<file path="src/rtl/rsv_lut_pkg.sv">
package rsv_lut_pkg;

  // Per-cell constant hash derived from the seed.
  function automatic logic [31:0] cell_hash(input logic [31:0] seed, input int idx);
    logic [31:0] t;
    t = seed + 32'(idx) * 32'd40503;
    return t * 32'd2654435761;
  endfunction

  // Input-mask map: constant weight times sample plus constant bias.
  function automatic int mask_entry(input logic [31:0] seed, input int idx, input int u);
    logic [31:0] h;
    int w;
    int b;
    h = cell_hash(seed, idx);
    w = int'($signed(h[7:4]));
    b = int'($signed(h[20:16]));
    return w * u + b;
  endfunction

  // Leak map: constant fraction of the neighbour state, floor rounding.
  function automatic int leak_entry(input int x, input int num, input int sh);
    return (x * num) >>> sh;
  endfunction

  // Squash map: linear near zero, compressed beyond the knee, then limited.
  function automatic int squash_entry(input int v, input int knee, input int lim);
    int mag;
    mag = (v < 0) ? -v : v;
    if (mag > knee) mag = knee + ((mag - knee) >> 2);
    if (mag > lim) mag = lim;
    return (v < 0) ? -mag : mag;
  endfunction

endpackage

</file>
<file path="src/rtl/rsv_in_stage.sv">
module rsv_in_stage #(
  parameter int IW   = 4,
  parameter int PIPE = 0
) (
  input  logic          clk,
  input  logic          rst_n,
  input  logic          in_valid,
  input  logic [IW-1:0] in_sample,
  output logic          stg_valid,
  output logic [IW-1:0] stg_sample
);
  generate
    if (PIPE != 0) begin : g_reg
      logic          v_q;
      logic [IW-1:0] s_q;
      always_ff @(posedge clk) begin
        if (!rst_n) begin
          v_q <= 1'b0;
          s_q <= '0;
        end else begin
          v_q <= in_valid;
          s_q <= in_sample;
        end
      end
      assign stg_valid  = v_q;
      assign stg_sample = s_q;
    end else begin : g_wire
      assign stg_valid  = in_valid;
      assign stg_sample = in_sample;
    end
  endgenerate
endmodule

</file>
<file path="src/rtl/rsv_cell.sv">
module rsv_cell
  import rsv_lut_pkg::*;
#(
  parameter int          DW       = 8,
  parameter int          IW       = 4,
  parameter int          CELL     = 0,
  parameter logic [31:0] SEED     = 32'h1234_5678,
  parameter int          LEAK_NUM = 6,
  parameter int          LEAK_SH  = 3
) (
  input  logic signed [IW-1:0] u,
  input  logic signed [DW-1:0] nbr,
  output logic signed [DW-1:0] nxt
);
  localparam int SW   = DW + 2;
  localparam int KNEE = 2 ** (DW - 2);
  localparam int LIM  = 2 ** (DW - 1) - 1;

  logic signed [SW-1:0] mask_v;
  logic signed [SW-1:0] leak_v;
  logic signed [SW-1:0] sum_v;

  // Three constant maps; CELL and SEED are fixed, so each reduces to a table.
  assign mask_v = SW'(mask_entry(SEED, CELL, int'(u)));
  assign leak_v = SW'(leak_entry(int'(nbr), LEAK_NUM, LEAK_SH));
  assign sum_v  = mask_v + leak_v;
  assign nxt    = DW'(squash_entry(int'(sum_v), KNEE, LIM));
endmodule

</file>
<file path="src/rtl/rsv_lut_array.sv">
module rsv_lut_array #(
  parameter int          N        = 16,
  parameter int          DW       = 8,
  parameter int          IW       = 4,
  parameter int          PIPE     = 0,
  parameter int          LEAK_NUM = 6,
  parameter int          LEAK_SH  = 3,
  parameter logic [31:0] SEED     = 32'h1234_5678
) (
  input  logic            clk,
  input  logic            rst_n,
  input  logic            in_valid,
  input  logic [IW-1:0]   in_sample,
  output logic            out_valid,
  output logic [N*DW-1:0] out_state
);
  localparam int LAT = 1 + ((PIPE != 0) ? 1 : 0);

  logic          step;
  logic [IW-1:0] stg_sample;
  logic [DW-1:0] state_q [N];
  logic [DW-1:0] nbr     [N];
  logic [DW-1:0] nxt     [N];
  logic          ovalid_q;

  rsv_in_stage #(.IW(IW), .PIPE(PIPE)) u_in (
    .clk        (clk),
    .rst_n      (rst_n),
    .in_valid   (in_valid),
    .in_sample  (in_sample),
    .stg_valid  (step),
    .stg_sample (stg_sample)
  );

  // The loop closure is wiring: cell 0 sees the old value of the last cell.
  assign nbr[0] = state_q[N-1];

  generate
    for (genvar i = 0; i < N; i++) begin : g_cell
      if (i > 0) begin : g_link
        assign nbr[i] = nxt[i-1];
      end
      rsv_cell #(
        .DW(DW), .IW(IW), .CELL(i), .SEED(SEED),
        .LEAK_NUM(LEAK_NUM), .LEAK_SH(LEAK_SH)
      ) u_cell (
        .u   (stg_sample),
        .nbr (nbr[i]),
        .nxt (nxt[i])
      );
      always_ff @(posedge clk) begin
        if (!rst_n)    state_q[i] <= '0;
        else if (step) state_q[i] <= nxt[i];
      end
      assign out_state[i*DW +: DW] = state_q[i];
    end
  endgenerate

  always_ff @(posedge clk) begin
    if (!rst_n) ovalid_q <= 1'b0;
    else        ovalid_q <= step;
  end
  assign out_valid = ovalid_q;
endmodule

</file>
<file path="config.mk">
export PLATFORM = sky130hd
export DESIGN_NAME = rsv_lut_array
export DESIGN_NICKNAME = d
export VERILOG_FILES = /design/src/rtl/rsv_lut_pkg.sv /design/src/rtl/rsv_in_stage.sv /design/src/rtl/rsv_cell.sv /design/src/rtl/rsv_lut_array.sv
export SDC_FILE = /design/constraint.sdc
export NUM_CORES = 1
export LEC_CHECK = 0
export CORE_AREA = 2 2 260 262
export CTS_CLUSTER_DIAMETER = 80
export CTS_CLUSTER_SIZE = 24
export DETAILED_ROUTE_END_ITERATION = 8
export DIE_AREA = 0 0 262 264
export PLACE_DENSITY_LB_ADDON = 0.1
export SYNTH_ARGS = -nofsm -noshare
export SYNTH_HDL_FRONTEND = slang
export SYNTH_SLANG_ARGS = --single-unit
</file>
<file path="constraint.sdc">
create_clock -name clk -period 154 [get_ports clk]
set_clock_uncertainty 0.2 [all_clocks]
set_input_delay 30.8 -clock clk [delete_from_list [all_inputs] [get_ports clk]]
set_output_delay 30.8 -clock clk [all_outputs]
set_load 0.01 [all_outputs]
</file>
==> flow_summary_export.csv <==
group,metric,value,unit
status,status,"finished clean",
cells_and_area,fill_cells,6623,
placed_design,dp_hpwl,52500,um
sta,drv_slew,0,
die,start_util,39.4,%
sta,finalSetupViolations,0,
sta,post-route-period-util,88.8,%
global_routing,grt_usage,19.2,%
cells_and_area,regArea,0.00386,mm2
cells_and_area,nNetsFinal,3889,
placed_design,dp_cells,4219,
route,drt_first_pass_iters,5,
route,ant_nets,0,
cells_and_area,synthToLayoutAreaGrowth,11.2,%
clocking,cts_tree,"yes",
clocking,ctsResizeCount,0,
critical_path,path_max_fanout,20,
synth,muxShareOfSynthArea,4.30,%
cells_and_area,drive_gt1_share,4.12,%
global_routing,grt_pass1_wl,109000,um
route,post-route-drc-count,0,
route,drtIter0Drc,1083,
critical_path,path_class,"input pin to register",
critical_path,slowest_stage,"o41ai_1",
sta,hold_ws,1330,ps
synth,async_flop_share,0,%
clocking,cts_sinks,129,
synth,ys_ff_latch,129,
global_routing,grt_pass1_vias,22200,
clocking,postCtsHoldBufs,0,
synth,yosysWarningCount,0,
sta,setup_tns,0,ps
cells_and_area,finalNonFillerCells,4249,
critical_path,cp-end-kind,"register",
synth,synth_ff_type,"edfxtp_1",
synth,syn_inst,3248,
die,row_count,95,
critical_path,crit_buf_inv,57,
route,wirelength,65100,um
sta,hold_viol,0,
critical_path,cpPeakStageDelay,1010,ps
global_routing,grt-ovfl-total,0,
die,dieArea,0.0692,mm2
synth,syn_nets,3772,
sta,worst_pin_slew,1190,ps
cells_and_area,antenna_cells,0,
sta,rsz0062_at_grt,"false",
min_path,holdCritPathClass,"register to register",
critical_path,crit_family,"adder cells",
job,maxCapViolCount,0,
clocking,clock_latency,480,ps
critical_path,critPathLaunchType,"input pin",
clocking,clock_path_buffers,2,
synth,synthSimpleGateAreaFrac,17.4,%
clocking,root_buffer,"clkbuf_16",
die,fp.dieH,264,um
clocking,clkTransAtPathRegs,60,ps
synth,synth_area,0.0262,mm2
synth,syn_avg_cell_area,8.08,um2
cells_and_area,multi_input_area,0.0207,mm2
synth,post_synth_xor_area_fraction,15.4,%
synth,synth_cell_type_count,101,
clocking,cts_setup_buffers,0,
critical_path,cp.required,154010,ps
critical_path,cpMostUsedCell,"ha_1",
synth,synth_edf_count,128,
synth,synth_compound_gate_area_share,16.3,%
die,core-area,0.0666,mm2
route,vias_per_cell,5.27,
synth,synth_top_family_by_area,"adder cells",
synth,ys_seq_area_share,14.7,%
clocking,htreeDepth,4,
synth,synth_fa_ha_area_share,25.6,%
global_routing,antenna_found_initial,1,
global_routing,grt_max_degree,77,
die,die-width,262,um
clocking,cts_buffers,17,
sta,maxSlewHeadroom,20.3,%
route,routedWlPerCell,15.3,um
placed_design,gp_congestion,0.888,
critical_path,cp.arrival,136720,ps
route,vias,22400,
sta,timing.fmax,0.00731,GHz
placed_design,io_buffers,135,
sta,fin_crit,136710,ps
die,pin_count,136,
-- per-layer routing --
| metal | track usage [%] | vias to the layer above | share of wire (%) |
|---|---|---|---|
| met2 | 32.9 | 287 | 48 |
| met3 | 2.64 | 44 | 3.0 |
| li1 | - | 11500 | - |
| met1 | 25.5 | 10600 | 48 |
| met4 | 4.23 | 0 | 1.2 |
| met5 | 0 | - | 0 |
-- cells in the mapped netlist (6+ instances only) --
library cell / number / area, um2
or2_2: 13 / 81.3
a31o_2: 7 / 61.3
nor3_1: 51 / 255
o31ai_1: 11 / 82.6
clkbuf_1: 45 / 169
a211oi_1: 11 / 82.6
inv_1: 375 / 1410
and2_1: 74 / 463
and4_1: 6 / 52.6
and3_1: 19 / 119
buf_1: 7 / 26.3
fa_1: 33 / 661
o21bai_1: 75 / 563
or3_1: 17 / 106
nand4_1: 15 / 93.8
o21ai_0: 97 / 485
nand2b_1: 34 / 213
edfxtp_1: 128 / 3840
a41oi_1: 8 / 70.1
nor2_1: 339 / 1270
nor4_1: 23 / 144
mux2_2: 34 / 383
o21a_1: 14 / 105
o41ai_1: 8 / 70.1
xnor2_1: 301 / 2640
nand2_1: 217 / 815
ha_1: 484 / 6060
a21boi_0: 10 / 75.1
xor2_1: 144 / 1260
a31oi_1: 30 / 188
o211ai_1: 6 / 45.0
a21o_1: 69 / 518
nand3_1: 60 / 300
mux2i_1: 64 / 641
o32ai_1: 6 / 52.6
nor2b_1: 50 / 313
a21oi_1: 223 / 1120
nor3b_1: 20 / 150
-- through the flow --
step | util [%] | area, um2 | setup slack (ps)
final | 43.8 | 29200 | 17290
after global routing | 43.8 | 29200 | 6770
after CTS | 43.8 | 29200 | 17060
after detailed placement | 43.0 | 28600 | 17070
after global placement | 43.0 | 28600 | 19500
after floorplan | - | 26200 | 31330
-- registers in the layout, summed over array words and instances (netlist names) --
register   cells
state_q      128
out_valid      1
-- cell type report --
cell class | instances | share of cell area (%)
inverters | 376 | 4.84
clock buffers | 22 | 1.52
clock inverters | 8 | 0.390
flip-flops and latches | 129 | 13.2
multi-input cells | 2683 | 71.0
well taps | 873 | 3.74
repair buffers | 158 | 5.22
-- worst register-to-register path, delay by kind of cell, from the launching register on --
kind                     cells  cell delay (ps)
multiplexers                 6             2410
flip-flops                   1              430
XOR/XNOR                    54            14890
buffers and inverters       55             6030
AO/OA/AOI/OAI              131            28410
adder cells (fa/ha/maj)    112            32750
AND/OR/NAND/NOR            102            20480
-- logic make-up after synthesis --
group                    after synthesis
AO/OA/AOI/OAI                        652
XOR/XNOR                             452
adder cells (fa/ha/maj)              517
buffers and inverters                436
flip-flops                           129
multiplexers                         104
AND/OR/NAND/NOR                      958
-- layout by cell type, fill, tap and decap left out, drive strengths merged, types with 14 or more instances in the layout --
cell / count
a21o: 69
a21oi: 226
a31oi: 33
and2: 75
and3: 19
buf: 23
clkbuf: 22
clkdlybuf4s50: 135
edfxtp: 128
fa: 33
ha: 484
inv: 375
mux2: 37
mux2i: 66
nand2: 217
nand2b: 34
nand3: 60
nand4: 15
nor2: 340
nor2b: 50
nor3: 54
nor3b: 20
nor4: 23
o21a: 14
o21ai: 102
o21bai: 75
or2: 14
or3: 18
xnor2: 302
xor2: 146
-- path summary, 6_finish.rpt --
path	startpoint	endpoint	slack [ps]	cells after the start
worst max-delay path	in_sample[1]	state_q[1][62]	17290	460
worst min-delay path	state_q[1][56]	state_q[0][0]	1330	6
worst min register to register	state_q[1][56]	state_q[0][0]	1330	6
worst max register to register	state_q[1][57]	state_q[1][62]	48130	460
Power is not shown: default switching activity piles up to over one toggle a cycle in this logic, so the estimate is an artifact.
